<file path="src/rtl/pwmgen_pkg.sv">
package pwmgen_pkg;

    localparam int TICK_W = 16;

    typedef logic [TICK_W-1:0]        tick_t;
    typedef logic signed [TICK_W-1:0] offs_t;

    localparam tick_t ONE_TICK = tick_t'(1);

    typedef enum logic {
        MODE_NORMAL = 1'b0,
        MODE_GREEN  = 1'b1
    } rate_mode_e;

    typedef enum logic {
        SWEEP_UP   = 1'b0,
        SWEEP_DOWN = 1'b1
    } sweep_dir_e;

    typedef struct packed {
        tick_t      period;
        tick_t      on_limit;
        rate_mode_e mode;
    } cycle_cfg_t;

    // Rounded number of clock ticks in one period of the given rate.
    function automatic int ticks_for_khz(int clk_mhz, int khz);
        return (clk_mhz * 1000 + khz / 2) / khz;
    endfunction

    function automatic int base_khz(bit fast);
        return fast ? 100 : 65;
    endfunction

    function automatic int green_khz(bit fast);
        return fast ? 32 : 20;
    endfunction

    function automatic int dev_khz(bit fast);
        return fast ? 6 : 4;
    endfunction

    // Step so that STEPS steps cover the distance from nominal to the upper rate.
    function automatic int dither_step(bit fast, int clk_mhz, int steps);
        int span;
        span = ticks_for_khz(clk_mhz, base_khz(fast))
             - ticks_for_khz(clk_mhz, base_khz(fast) + dev_khz(fast));
        return (steps > 0) ? span / steps : 0;
    endfunction

    function automatic int blank_ticks(int clk_mhz, int blank_ns);
        return (blank_ns * clk_mhz + 999) / 1000;
    endfunction

    // Three quarters of a period, rounded down.
    function automatic tick_t on_limit_of(tick_t period);
        return tick_t'((32'(period) * 32'd3) >> 2);
    endfunction

endpackage

</file>
<file path="src/rtl/pwm_dither_sweep.sv">
module pwm_dither_sweep
    import pwmgen_pkg::*;
#(
    parameter int STEP  = 5,
    parameter int STEPS = 16
) (
    input  logic  clk,
    input  logic  rst,
    input  logic  advance,
    output offs_t offset
);

    localparam int SPAN = STEP * STEPS;

    generate
        if (STEP == 0 || STEPS == 0) begin : g_flat
            assign offset = '0;
        end else begin : g_sweep
            offs_t      offs_q;
            sweep_dir_e dir_q;

            always_ff @(posedge clk) begin
                if (rst) begin
                    offs_q <= '0;
                    dir_q  <= SWEEP_UP;
                end else if (advance) begin
                    if (dir_q == SWEEP_UP) begin
                        if (offs_q == offs_t'(SPAN)) begin
                            dir_q  <= SWEEP_DOWN;
                            offs_q <= offs_q - offs_t'(STEP);
                        end else begin
                            offs_q <= offs_q + offs_t'(STEP);
                        end
                    end else begin
                        if (offs_q == -offs_t'(SPAN)) begin
                            dir_q  <= SWEEP_UP;
                            offs_q <= offs_q + offs_t'(STEP);
                        end else begin
                            offs_q <= offs_q - offs_t'(STEP);
                        end
                    end
                end
            end

            assign offset = offs_q;

            AST_DITHER_RANGE: assert property (@(posedge clk) disable iff (rst)
                (offset <= offs_t'(SPAN)) && (offset >= -offs_t'(SPAN)));

            AST_DITHER_STEP: assert property (@(posedge clk) disable iff (rst)
                advance |=> ((offset - $past(offset) == offs_t'(STEP)) ||
                             ($past(offset) - offset == offs_t'(STEP))));

            AST_DITHER_HOLD: assert property (@(posedge clk) disable iff (rst)
                !advance |=> $stable(offset));
        end
    endgenerate

endmodule

</file>
<file path="src/rtl/pwm_timebase.sv">
module pwm_timebase
    import pwmgen_pkg::*;
#(
    parameter int NOM_TICKS   = 1538,
    parameter int GREEN_TICKS = 5000,
    parameter int SPAN        = 80
) (
    input  logic       clk,
    input  logic       rst,
    input  logic       prot_en,
    input  logic       light_load,
    input  offs_t      offset,
    output logic       start,
    output logic       dither_adv,
    output tick_t      cnt,
    output cycle_cfg_t cfg
);

    logic       run_q;
    tick_t      cnt_q;
    cycle_cfg_t cfg_q;
    cycle_cfg_t cfg_next;

    // Configuration for the cycle that would begin at this edge.
    always_comb begin
        int p;
        if (light_load) begin
            p = GREEN_TICKS;
            cfg_next.mode = MODE_GREEN;
        end else begin
            p = NOM_TICKS + int'(offset);
            cfg_next.mode = MODE_NORMAL;
        end
        cfg_next.period   = tick_t'(p);
        cfg_next.on_limit = on_limit_of(tick_t'(p));
    end

    assign start      = prot_en && (!run_q || (cnt_q == cfg_q.period - ONE_TICK));
    assign dither_adv = start && !light_load;

    always_ff @(posedge clk) begin
        if (rst) begin
            run_q <= 1'b0;
            cnt_q <= '0;
            cfg_q <= '{period: tick_t'(NOM_TICKS),
                       on_limit: on_limit_of(tick_t'(NOM_TICKS)),
                       mode: MODE_NORMAL};
        end else if (!prot_en) begin
            run_q <= 1'b0;
            cnt_q <= '0;
        end else if (start) begin
            run_q <= 1'b1;
            cnt_q <= '0;
            cfg_q <= cfg_next;
        end else begin
            cnt_q <= cnt_q + ONE_TICK;
        end
    end

    assign cnt = cnt_q;
    assign cfg = cfg_q;

    AST_PERIOD_LEGAL: assert property (@(posedge clk) disable iff (rst)
        run_q |-> ((cfg_q.mode == MODE_GREEN) ? (cfg_q.period == tick_t'(GREEN_TICKS))
                  : ((cfg_q.period >= tick_t'(NOM_TICKS - SPAN)) &&
                     (cfg_q.period <= tick_t'(NOM_TICKS + SPAN)))));

    AST_CNT_IN_PERIOD: assert property (@(posedge clk) disable iff (rst)
        run_q |-> (cnt_q < cfg_q.period));

    AST_CFG_AT_BOUNDARY: assert property (@(posedge clk) disable iff (rst)
        (run_q && prot_en && !start) |=> $stable(cfg_q));

    AST_DISABLE_CLEARS: assert property (@(posedge clk) disable iff (rst)
        !prot_en |=> (!run_q && (cnt_q == '0)));

endmodule

</file>
<file path="src/rtl/pwm_blank_window.sv">
module pwm_blank_window #(
    parameter int BLANK_TICKS = 23
) (
    input  logic clk,
    input  logic rst,
    input  logic start,
    output logic sense_open
);

    generate
        if (BLANK_TICKS == 0) begin : g_none
            assign sense_open = 1'b1;
        end else begin : g_count
            localparam int BW = $clog2(BLANK_TICKS + 1);
            logic [BW-1:0] bcnt_q;

            always_ff @(posedge clk) begin
                if (rst) begin
                    bcnt_q <= '0;
                end else if (start) begin
                    bcnt_q <= '0;
                end else if (!sense_open) begin
                    bcnt_q <= bcnt_q + 1'b1;
                end
            end

            assign sense_open = (bcnt_q == BW'(BLANK_TICKS));

            AST_BLANK_CLOSED_AT_START: assert property (@(posedge clk) disable iff (rst)
                start |=> !sense_open);
        end
    endgenerate

endmodule

</file>
<file path="src/rtl/pwm_gate_ctrl.sv">
module pwm_gate_ctrl
    import pwmgen_pkg::*;
(
    input  logic  clk,
    input  logic  rst,
    input  logic  prot_en,
    input  logic  start,
    input  logic  fb_off,
    input  logic  cs_trip,
    input  logic  sense_open,
    input  tick_t cnt,
    input  tick_t on_limit,
    output logic  gate_o
);

    logic gate_q;
    logic end_pulse;

    assign end_pulse = (cnt == on_limit - ONE_TICK) || fb_off || (cs_trip && sense_open);

    always_ff @(posedge clk) begin
        if (rst) begin
            gate_q <= 1'b0;
        end else if (!prot_en) begin
            gate_q <= 1'b0;
        end else if (start) begin
            gate_q <= !fb_off;
        end else if (gate_q && end_pulse) begin
            gate_q <= 1'b0;
        end
    end

    // Off request and disable act on the output without waiting for an edge.
    assign gate_o = gate_q && !fb_off && prot_en;

    AST_DUTY_CAP: assert property (@(posedge clk) disable iff (rst)
        gate_q |-> (cnt < on_limit));

    AST_RISE_AT_START: assert property (@(posedge clk) disable iff (rst)
        $rose(gate_q) |-> $past(start));

    AST_OFF_REQ_CLEARS: assert property (@(posedge clk) disable iff (rst)
        fb_off |=> !gate_q);

    AST_BLANKED_TRIP: assert property (@(posedge clk) disable iff (rst)
        (gate_q && prot_en && !sense_open && !fb_off && !start &&
         (cnt != on_limit - ONE_TICK)) |=> gate_q);

    AST_ENABLE_LOW: assert property (@(posedge clk) disable iff (rst)
        !prot_en |=> !gate_q);

endmodule

</file>
<file path="src/rtl/pwm_cycle_gen.sv">
module pwm_cycle_gen
    import pwmgen_pkg::*;
#(
    parameter int CLK_MHZ      = 100,
    parameter bit FAST_VARIANT = 1'b0,
    parameter int DITHER_STEPS = 16,
    parameter int NOM_TICKS    = ticks_for_khz(CLK_MHZ, base_khz(FAST_VARIANT)),
    parameter int GREEN_TICKS  = ticks_for_khz(CLK_MHZ, green_khz(FAST_VARIANT)),
    parameter int DITHER_STEP  = dither_step(FAST_VARIANT, CLK_MHZ, DITHER_STEPS),
    parameter int BLANK_TICKS  = blank_ticks(CLK_MHZ, 230)
) (
    input  logic clk,
    input  logic rst,
    input  logic prot_en,
    input  logic cs_trip,
    input  logic light_load,
    input  logic fb_off,
    output logic gate_o
);

    localparam int SPAN = DITHER_STEP * DITHER_STEPS;

    offs_t      offset;
    logic       start;
    logic       dither_adv;
    tick_t      cnt;
    cycle_cfg_t cfg;
    logic       sense_open;

    pwm_dither_sweep #(
        .STEP  (DITHER_STEP),
        .STEPS (DITHER_STEPS)
    ) u_dither (
        .clk     (clk),
        .rst     (rst),
        .advance (dither_adv),
        .offset  (offset)
    );

    pwm_timebase #(
        .NOM_TICKS   (NOM_TICKS),
        .GREEN_TICKS (GREEN_TICKS),
        .SPAN        (SPAN)
    ) u_timebase (
        .clk        (clk),
        .rst        (rst),
        .prot_en    (prot_en),
        .light_load (light_load),
        .offset     (offset),
        .start      (start),
        .dither_adv (dither_adv),
        .cnt        (cnt),
        .cfg        (cfg)
    );

    pwm_blank_window #(
        .BLANK_TICKS (BLANK_TICKS)
    ) u_blank (
        .clk        (clk),
        .rst        (rst),
        .start      (start),
        .sense_open (sense_open)
    );

    pwm_gate_ctrl u_gate (
        .clk        (clk),
        .rst        (rst),
        .prot_en    (prot_en),
        .start      (start),
        .fb_off     (fb_off),
        .cs_trip    (cs_trip),
        .sense_open (sense_open),
        .cnt        (cnt),
        .on_limit   (cfg.on_limit),
        .gate_o     (gate_o)
    );

    initial begin
        AST_TICK_FIT: assert ((NOM_TICKS + SPAN < (1 << (TICK_W - 1))) &&
                              (GREEN_TICKS < (1 << (TICK_W - 1))) &&
                              (NOM_TICKS > SPAN));
    end

endmodule

</file>
<file path="config.mk">
export PLATFORM = sky130hd
export DESIGN_NAME = pwm_cycle_gen
export DESIGN_NICKNAME = d
export VERILOG_FILES = /design/src/rtl/pwmgen_pkg.sv /design/src/rtl/pwm_dither_sweep.sv /design/src/rtl/pwm_timebase.sv /design/src/rtl/pwm_blank_window.sv /design/src/rtl/pwm_gate_ctrl.sv /design/src/rtl/pwm_cycle_gen.sv
export SDC_FILE = /design/constraint.sdc
export NUM_CORES = 1
export LEC_CHECK = 0
export ABC_AREA = 1
export BUFFER_PORTS_ARGS = -buffer_cell sky130_fd_sc_hd__buf_4
export CORE_MARGIN = 2
export CORE_UTILIZATION = 48
export DETAILED_ROUTE_END_ITERATION = 7
export GPL_ROUTABILITY_DRIVEN = 0
export PLACE_DENSITY_LB_ADDON = 0.05
export SETUP_SLACK_MARGIN = 0.02
export SYNTH_ARGS = -nofsm -noshare
export SYNTH_HDL_FRONTEND = slang
export SYNTH_SLANG_ARGS = --single-unit
</file>
<file path="constraint.sdc">
create_clock -name clk -period 3.6 [get_ports clk]
set_input_delay 0.36 -clock clk [delete_from_list [all_inputs] [get_ports clk]]
set_output_delay 0.36 -clock clk [all_outputs]
set_load 0.05 [all_outputs]
</file>
==> results of run 1 <==
-- power groups by stage --
stage / Combinational [mW] / Sequential [mW] / Clock (mW)
after floorplan: 0.289 / 0.872 / 0
after global placement: 0.344 / 0.883 / 0
after detailed placement: 0.351 / 0.885 / 0
after CTS: 0.352 / 0.867 / 0.936
after global routing: 0.402 / 0.873 / 0.970
final: 0.351 / 0.867 / 0.918
-- final timing paths --
path,start,end,slack [ps],depth (start not counted)
worst min-delay path,fb_off,u_gate.gate_q,250,4
worst max-delay path,u_dither.offset[1],u_timebase.cfg[13],480,17
worst max register to register,u_dither.offset[1],u_timebase.cfg[13],480,17
worst min register to register,u_timebase.cfg[2],u_timebase.cfg[2],490,2
-- flip-flops by register name, summed over array words and instances, names as in the netlist --
signal	flops
u_timebase.cfg	32
u_timebase.cnt	16
u_dither.offset	16
u_timebase.run_q	1
u_dither.g_sweep.dir_q	1
u_blank.g_count.bcnt_q	5
u_gate.gate_q	1
-- stage by stage --
stage / instances / hold WS [ps] / power [mW] / area [sq um] / setup WS [ps]
3_3_place_gp: 1052 / 469 / 1.23 / 5900 / 577
5_1_grt: 1067 / 258 / 2.25 / 6200 / 36.4
2_1_floorplan: 929 / 455 / 1.16 / 5810 / 832
4_1_cts: 1067 / 239 / 2.16 / 6190 / 386
3_5_place_dp: 1052 / 476 / 1.24 / 5900 / 411
6_report: 1067 / 249 / 2.14 / 6200 / 476
-- routing by layer --
layer,global-route usage (%),vias up,part of all wire (%)
li1,-,2955,-
met1,28.0,2521,46
met2,41.8,66,48
met3,4.30,31,2.6
met4,10.1,0,3.0
met5,0,-,0
-- cell usage after synthesis (2+ instances only) --
master,n
nor2_1,139
a21o_1,3
o21bai_1,2
o2111ai_1,3
nand2_1,231
xor2_1,53
a31oi_1,3
or2_2,5
nand3b_1,8
buf_6,4
nor2_2,4
inv_1,99
o211ai_1,2
clkbuf_2,3
ha_1,25
buf_2,9
a21boi_0,2
or2_0,2
nand4_1,29
dfxtp_1,72
o21ai_0,40
nor3_2,3
nor2_4,2
nor4_1,2
clkbuf_1,17
nor3_1,14
xnor2_1,16
nand2_2,5
o21ai_1,16
nand3_1,48
nor3b_1,4
a21oi_1,50
-- area by class of cell --
| class | count | share of cell area, % |
|---|---|---|
| clock inverters | 5 | 0.908 |
| well taps | 147 | 2.97 |
| flip-flops and latches | 72 | 23.3 |
| multi-input cells | 721 | 61.5 |
| inverters | 101 | 6.12 |
| clock buffers | 10 | 3.86 |
| repair buffers | 11 | 1.33 |
-- cell families (layout without fill, tap and decap cells) --
group / after synthesis / in the layout
simple gates: 500 / 500
buf+inv: 136 / 127
compound gates: 125 / 125
flops: 72 / 72
xor+xnor: 70 / 70
fa+ha+maj: 26 / 26
-- worst reg2reg max path: cells and delay by family (launching register included) --
kind	cells	cell delay [ps]
flip-flops	1	420
AO/OA/AOI/OAI	6	900
buffers and inverters	3	280
XOR/XNOR	1	160
adder cells (fa/ha/maj)	2	570
AND/OR/NAND/NOR	5	650
-- repair_timing --
action                                  4_1_cts  5_1_grt
hold endpoints to repair                      0        0
endpoints found under the setup margin        0        1
resized for setup                             0        2
==> results_dict.tcl, run 1 <==
set metrics [dict create \
    outcome "finished, final reports clean" \
    antenna_cells 0 \
    clock_latency_ps 350 \
    grt_pass1_vias 5406 \
    critPathBufInv 3 \
    hp-class "in2reg" \
    grt_pass1_wl_um 24700 \
    intPower_mw 1.51 \
    drtPass1Iterations 4 \
    fin_crit_ps 3120 \
    rsz0062_at_grt "false" \
    min_period_over_period_pct 86.8 \
    drv_cap 0 \
    grt_overflow 0 \
    synth_compound_area_share_pct 11.7 \
    crit_family "compound AO/OA/AOI/OAI gates" \
    grt_use_total_pct 23.6 \
    synthArstFlopShare_pct 0 \
    hpwl_um 10900 \
    wirelength_um 14200 \
    ys.flop_type "dfxtp_1" \
    syn_to_final_growth_pct 6.65 \
    grt_max_degree 28 \
    ant_nets 0 \
    synth_fa_ha_area_share_pct 5.73 \
    synthMuxAreaShare_pct 0 \
    post_cts.repair.setup_buffers 0 \
    finalSetupViolCount 0 \
    fp.dieW_um 114 \
    synth_cell_types 46 \
    dieArea_sq_um 13000 \
    p_leak_nw 2.81 \
    nFillCells 1247 \
    synth-edff-count 0 \
    clk_pin_slew_ps 60 \
    fmax_mhz 320 \
    multi_input_area_sq_um 3810 \
    drcViolationCount 0 \
    postSynthAreaPerCell_sq_um 6.26 \
    port_buffers 6 \
    required_ps 3800 \
    max_slew.worst_pin.slew_ps 700 \
    critical-path-slowest-cell "dfxtp_1" \
    final_core_util_pct 52.0 \
    path_max_fanout 5 \
    swShare_pct 29.3 \
    ff_latch_area_sq_um 1440 \
    cp_cell_sequence "ha_1 > inv_1 > nor2_1 > inv_1 > nor2_1 > o21ai_0 > a31oi_1 > inv_1 > ha_1 > a21oi_1 > a21boi_0 > nand2_1 > a21oi_2 > nor2_1 > nor2_1 > xor2_1 > a21oi_1" \
    critPathLaunchType "flip-flop" \
    p_sw_mw 0.626 \
    cts_root_buf "clkbuf_16" \
    synth_top_cell_by_area "dfxtp_1" \
    grt_antenna_before_repair 0 \
    htree_levels 3 \
    slowest_delay_ps 420 \
    yosys-top-cells-area "dfxtp_1, nand2_1, nor2_1" \
    setup_tns_ps 0 \
    synth_warnings 0 \
    synth_nets 961 \
    cts_tree "built" \
    final_common_cell "nand2_1" \
    yosys.area_share.simple_pct 37.3 \
    pwr-share-comb_pct 16.4 \
    postCtsHoldBufs 0 \
    first_iter_violations 341 \
    core_sq_um 11900 \
    layout_common_cells "nand2_1, nor2_1, inv_1, dfxtp_1, xor2_1" \
    syn_inst 929 \
    cellPowerDensity_nw_per_um2 345 \
    num_io_pins 7 \
    layout.nets 948 \
    drive_gt1_share_pct 5.65 \
    synth_top_family_by_area "simple AND/OR/NAND/NOR gates" \
    die_y_um 114 \
    endpoint_kind "flip-flop" \
    wl_per_cell_um 13.3 \
    clockPowerShare_pct 43.0 \
    crit_top_cell "nor2_1" \
    ir_drop_mv 0.166 \
    vias_per_cell 5.22 \
    synth_xor_area_share_pct 10.8 \
    cts_buffers 9 \
    max-slew-margin-rel_pct 53.2 \
    hold_viol 0 \
    initial_utilization_pct 48.8 \
    clock_skew_ps 7.64 \
    critical_path_arrival_ps 3320 \
    clock_sinks 72 \
    clock_path_buffers 2 \
    rows 40 \
    synth-seq-area-share_pct 24.8 \
    drv_slew 0 \
    synth_top_area_share_pct 24.8 \
    p_seq_share_pct 40.6 \
    vias 5573 \
    ys_seq_elements 72 \
    critical_path_class "reg2reg" \
    syn_area_sq_um 5810 \
]
Power figures use the tool's default switching activity.
==> run 2: changes to the inputs <==
--- a/config.mk
+++ b/config.mk
@@ -8,7 +8,7 @@
 export ABC_AREA = 1
 export BUFFER_PORTS_ARGS = -buffer_cell sky130_fd_sc_hd__buf_4
 export CORE_MARGIN = 2
-export CORE_UTILIZATION = 48
+export CORE_UTILIZATION = 55
 export DETAILED_ROUTE_END_ITERATION = 7
 export GPL_ROUTABILITY_DRIVEN = 0
 export PLACE_DENSITY_LB_ADDON = 0.05
==> run 2 against run 1 <==
Net effect:
- register-to-register slack worse by 90 ps
- power down 7.9%
- first-iteration DRC count up 7.3%
- clock-buffer cell count unchanged
- flip-flop and latch count unchanged
- critical path depth unchanged
- clock skew up 3.0 ps
- critical endpoint unchanged
==> results_dict.tcl, run 2 (synthesis results as in run 1) <==
set metrics [dict create \
    critPathLaunchType "flip-flop" \
    first_iter_violations 366 \
    finalPower_mw 1.97 \
    num_io_pins 7 \
    core_sq_um 10300 \
    cp_cell_sequence "ha_1 > inv_1 > nor2_1 > inv_1 > nor2_1 > o21ai_0 > a31oi_1 > inv_1 > ha_1 > a21oi_1 > a21boi_0 > nand2_1 > a21oi_1 > nor2_1 > nor2_1 > xor2_1 > a21oi_1" \
    largest_reg_flops 32 \
    ir_drop_mv 0.185 \
    clock_path_buffers 2 \
    fmax_mhz 311 \
    clock_skew_ps 10.6 \
    fin_crit_ps 3210 \
    cellPowerDensity_nw_per_um2 322 \
    endpoint_kind "flip-flop" \
    worst_slack_ps 388 \
    critPathBufInv 3 \
    cts_tree "built" \
    ant_nets 0 \
    die_y_um 107 \
    cts_buffers 9 \
    p_leak_nw 2.78 \
    outcome "finished, final reports clean" \
    hold_viol 0 \
    crit_family "compound AO/OA/AOI/OAI gates" \
    postCtsHoldBufs 0 \
    clock_sinks 72 \
    drive_gt1_share_pct 5.54 \
    critical_path_arrival_ps 3430 \
    setup_tns_ps 0 \
    grt_antenna_before_repair 0 \
    final_common_cell "nand2_1" \
    max-slew-margin-rel_pct 53.0 \
    layout.nets 947 \
    rows 37 \
    required_ps 3820 \
    antenna_cells 0 \
    critical-path-slowest-cell "dfxtp_1" \
    min_period_over_period_pct 89.2 \
    critical_path_class "reg2reg" \
    vias_per_cell 5.36 \
    cts_root_buf "clkbuf_8" \
    clock_latency_ps 360 \
    drv_cap 0 \
    rsz0062_at_grt "false" \
    htree_levels 3 \
    port_buffers 6 \
    hpwl_um 10500 \
    layout_common_cells "nand2_1, nor2_1, inv_1, dfxtp_1, xor2_1" \
    final_area_sq_um 6110 \
    fp.dieW_um 107 \
    dieArea_sq_um 11400 \
    drv_slew 0 \
    vias 5662 \
    grt_pass1_wl_um 23600 \
    wl_per_cell_um 13.0 \
    crit_top_cell "nor2_1" \
    dp_worst_setup_slack_ps 405 \
    syn_to_final_growth_pct 5.10 \
    clk_pin_slew_ps 80 \
    hp-class "in2reg" \
    drcViolationCount 0 \
    grt_overflow 0 \
    grt_max_degree 29 \
    max_slew.worst_pin.slew_ps 704 \
    grt_use_total_pct 25.4 \
    initial_utilization_pct 56.5 \
    finalSetupViolCount 0 \
    wirelength_um 13700 \
    placed_area_sq_um 5880 \
    slowest_delay_ps 490 \
    path_max_fanout 8 \
    drtPass1Iterations 6 \
    grt_pass1_vias 5330 \
]
run 2: final timing paths:
kind | slack, ps | depth (start not counted) | startpoint | to
max | 390 | 17 | u_dither.offset[2] | u_timebase.cfg[13]
min | 260 | 4 | fb_off | u_gate.gate_q
max reg2reg | 390 | 17 | u_dither.offset[2] | u_timebase.cfg[13]
min reg2reg | 500 | 2 | u_timebase.cfg[2] | u_timebase.cfg[2]
run 2: per-layer routing:
layer  wire length (um)  track usage, %  up-vias
li1                   -               -     2955
met1               6260            31.3     2573
met2               6670            44.6      109
met3                491            3.95       25
met4                273            9.18        0
met5                  0               0        -
run 2: where the power goes:
group / internal (mW) / total, mW / switching, mW / leakage, nW
clock network: 0.413 / 0.753 / 0.340 / 0.117
registers: 0.827 / 0.866 / 0.0390 / 0.588
logic: 0.130 / 0.350 / 0.220 / 2.08
run 2: layout make-up:
class | count | area (sq um)
sequential | 72 | 1440
inverter | 101 | 379
clock inverter | 6 | 91.3
clock buffer | 10 | 138
multi-input combinational | 721 | 3810
tap | 136 | 170
fill | 1008 | 4170
timing repair buffer | 10 | 75.1
run 2: worst min-delay path, stage by stage:
cell	delay (ps)
buf_4	80
inv_1	30
nand2_1	60
a21oi_1	40
run 2: stage by stage:
| step | hold WS (ps) | std cells | utilization [%] |
|---|---|---|---|
| 6_report | 264 | 1056 | 59.4 |
| 2_1_floorplan | 455 | 929 | - |
| 4_1_cts | 231 | 1056 | 59.4 |
| 3_3_place_gp | 474 | 1040 | 57.2 |
| 5_1_grt | 259 | 1056 | 59.4 |
| 3_5_place_dp | 487 | 1040 | 57.2 |
run 2: what timing repair did:
| action | in CTS | in global routing |
|---|---|---|
| buffers inserted | 0 | 0 |
| gates resized for setup | 0 | 1 |
| setup endpoints to repair | 0 | 1 |
==> run 3: changes to the inputs <==
--- a/config.mk
+++ b/config.mk
@@ -9,6 +9,7 @@
 export BUFFER_PORTS_ARGS = -buffer_cell sky130_fd_sc_hd__buf_4
 export CORE_MARGIN = 2
 export CORE_UTILIZATION = 55
+export CTS_BUF_LIST = sky130_fd_sc_hd__clkbuf_4
 export DETAILED_ROUTE_END_ITERATION = 7
 export GPL_ROUTABILITY_DRIVEN = 0
 export PLACE_DENSITY_LB_ADDON = 0.05
==> run 3 against run 2 <==
Net effect:
- via count fell by 0.81%
- highest routed layer unchanged
- core utilization fell by 0.65 points
- largest power group unchanged
- worst hold slack got worse by 100 ps
- critical endpoint unchanged
- first-iteration DRC count fell by 13%
==> results_dict.tcl, run 3 (synthesis results as in run 1) <==
set metrics [dict create \
    outcome "finished, final reports clean" \
    r2r_cells 17 \
    timing.rr.start "u_dither.offset[2]" \
    ff_latch_area_sq_um 1440 \
    cts_root_buf "clkbuf_4" \
    initial_utilization_pct 56.5 \
    critical_path_arrival_ps 3550 \
    max_slew.worst_pin.slew_ps 692 \
    dieArea_sq_um 11400 \
    drtPass1Iterations 7 \
    max-slew-margin-rel_pct 53.8 \
    min_period_over_period_pct 89.5 \
    endpoint_kind "flip-flop" \
    multi_input_area_sq_um 3810 \
    grt_pass1_wl_um 23600 \
    p_leak_nw 2.75 \
    final_core_util_pct 58.8 \
    required_ps 3930 \
    ant_nets 0 \
    rsz0062_at_grt "false" \
    grt_overflow 0 \
    antenna_cells 0 \
    post_cts.repair.setup_buffers 0 \
    fmax_mhz 310 \
    reg2reg_slack_ps 380 \
    finalPower_mw 1.83 \
    die_y_um 107 \
    setup_tns_ps 0 \
    cts_tree "built" \
    fin_crit_ps 3220 \
    path_max_fanout 8 \
    drive_gt1_share_pct 5.43 \
    vias 5616 \
    grt_max_degree 29 \
    vias_per_cell 5.32 \
    first_iter_violations 319 \
    wirelength_um 13700 \
    final_common_cell "nand2_1" \
    dp_worst_setup_slack_ps 405 \
    wl_per_cell_um 13.0 \
    hpwl_um 10500 \
    clock_skew_ps 16.5 \
    ir_drop_mv 0.201 \
    drv_cap 0 \
    worst_slack_ps 377 \
    clock_path_buffers 2 \
    largest_reg_flops 32 \
    layout_common_cells "nand2_1, nor2_1, inv_1, dfxtp_1, xor2_1" \
    nFillCells 1018 \
    grt_pass1_vias 5329 \
    layout.nets 947 \
    port_buffers 6 \
    grt_use_total_pct 25.3 \
    finalSetupViolCount 0 \
    fp.dieW_um 107 \
    grt_antenna_before_repair 0 \
    clock_sinks 72 \
    critPathLaunchType "flip-flop" \
    syn_to_final_growth_pct 3.96 \
    hp-class "in2reg" \
    drcViolationCount 0 \
    r2r_end "u_timebase.cfg[13]" \
    core_sq_um 10300 \
    clock_latency_ps 460 \
    htree_levels 3 \
    worst_setup_path_startpoint "u_dither.offset[2]" \
    crit_end "u_timebase.cfg[13]" \
    rows 37 \
    drv_slew 0 \
    critical_path_class "reg2reg" \
    num_io_pins 7 \
    timing.hold.ws_ps 159 \
    clk_pin_slew_ps 130 \
    cellPowerDensity_nw_per_um2 303 \
    hold_viol 0 \
    cts_buffers 9 \
]
[run 3: worst min path at each step]
| stage | start | to | slack (ps) | cells past startpoint |
|---|---|---|---|---|
| after floorplan | u_timebase.cfg[2] | u_timebase.cfg[2] | 460 | 2 |
| after global placement | u_timebase.cfg[2] | u_timebase.cfg[2] | 470 | 2 |
| after detailed placement | u_timebase.cfg[2] | u_timebase.cfg[2] | 490 | 2 |
| after CTS | fb_off | u_gate.gate_q | 130 | 4 |
| after global routing | fb_off | u_gate.gate_q | 160 | 4 |
| final | fb_off | u_gate.gate_q | 160 | 4 |
[run 3: report_power, final]
part | internal, mW | total (mW) | switching (mW)
clock | 0.283 | 0.612 | 0.330
combinational | 0.130 | 0.350 | 0.219
sequential | 0.828 | 0.867 | 0.0393
[run 3: stage by stage]
step / instances / area (sq um)
global placement: 1040 / 5880
detailed placement: 1040 / 5880
CTS: 1056 / 6040
floorplan: 929 / 5810
finish: 1056 / 6040
global route: 1056 / 6040
[run 3: layout make-up]
class                           count  share of cell area [%]
Multi-Input combinational cell    721                    63.1
Sequential cell                    72                    23.9
Inverter                          101                    6.27
Tap cell                          136                    2.82
Clock inverter                      7                    1.57
Timing Repair Buffer               10                    1.24
Clock buffer                        9                    1.12
[run 3: critical path, cell delays in order, from the launching register on]
cell      delay [ps]
dfxtp_1          510
ha_1             260
inv_1            100
nor2_1           210
inv_1             80
nor2_1            80
o21ai_0           80
a31oi_1          160
inv_1            100
ha_1             330
a21oi_1          150
a21boi_0         200
nand2_1          160
a21oi_1          250
nor2_1            70
nor2_1           120
xor2_1           160
a21oi_1           80
[run 3: repair_timing]
action                                  in CTS  in global routing
gates resized for setup                      0                  1
hold buffers                                 0                  0
endpoints found under the setup margin       0                  1
[run 3: metal layers]
metal / GRT usage, % / part of all wire [%] / vias to the layer above / wire (um)
li1: - / - / 2955 / -
met3: 2.86 / 3.0 / 26 / 407
met5: 0 / 0 / - / 0
met2: 44.5 / 49 / 101 / 6650
met1: 31.2 / 46 / 2534 / 6310
met4: 11.0 / 2.4 / 0 / 330
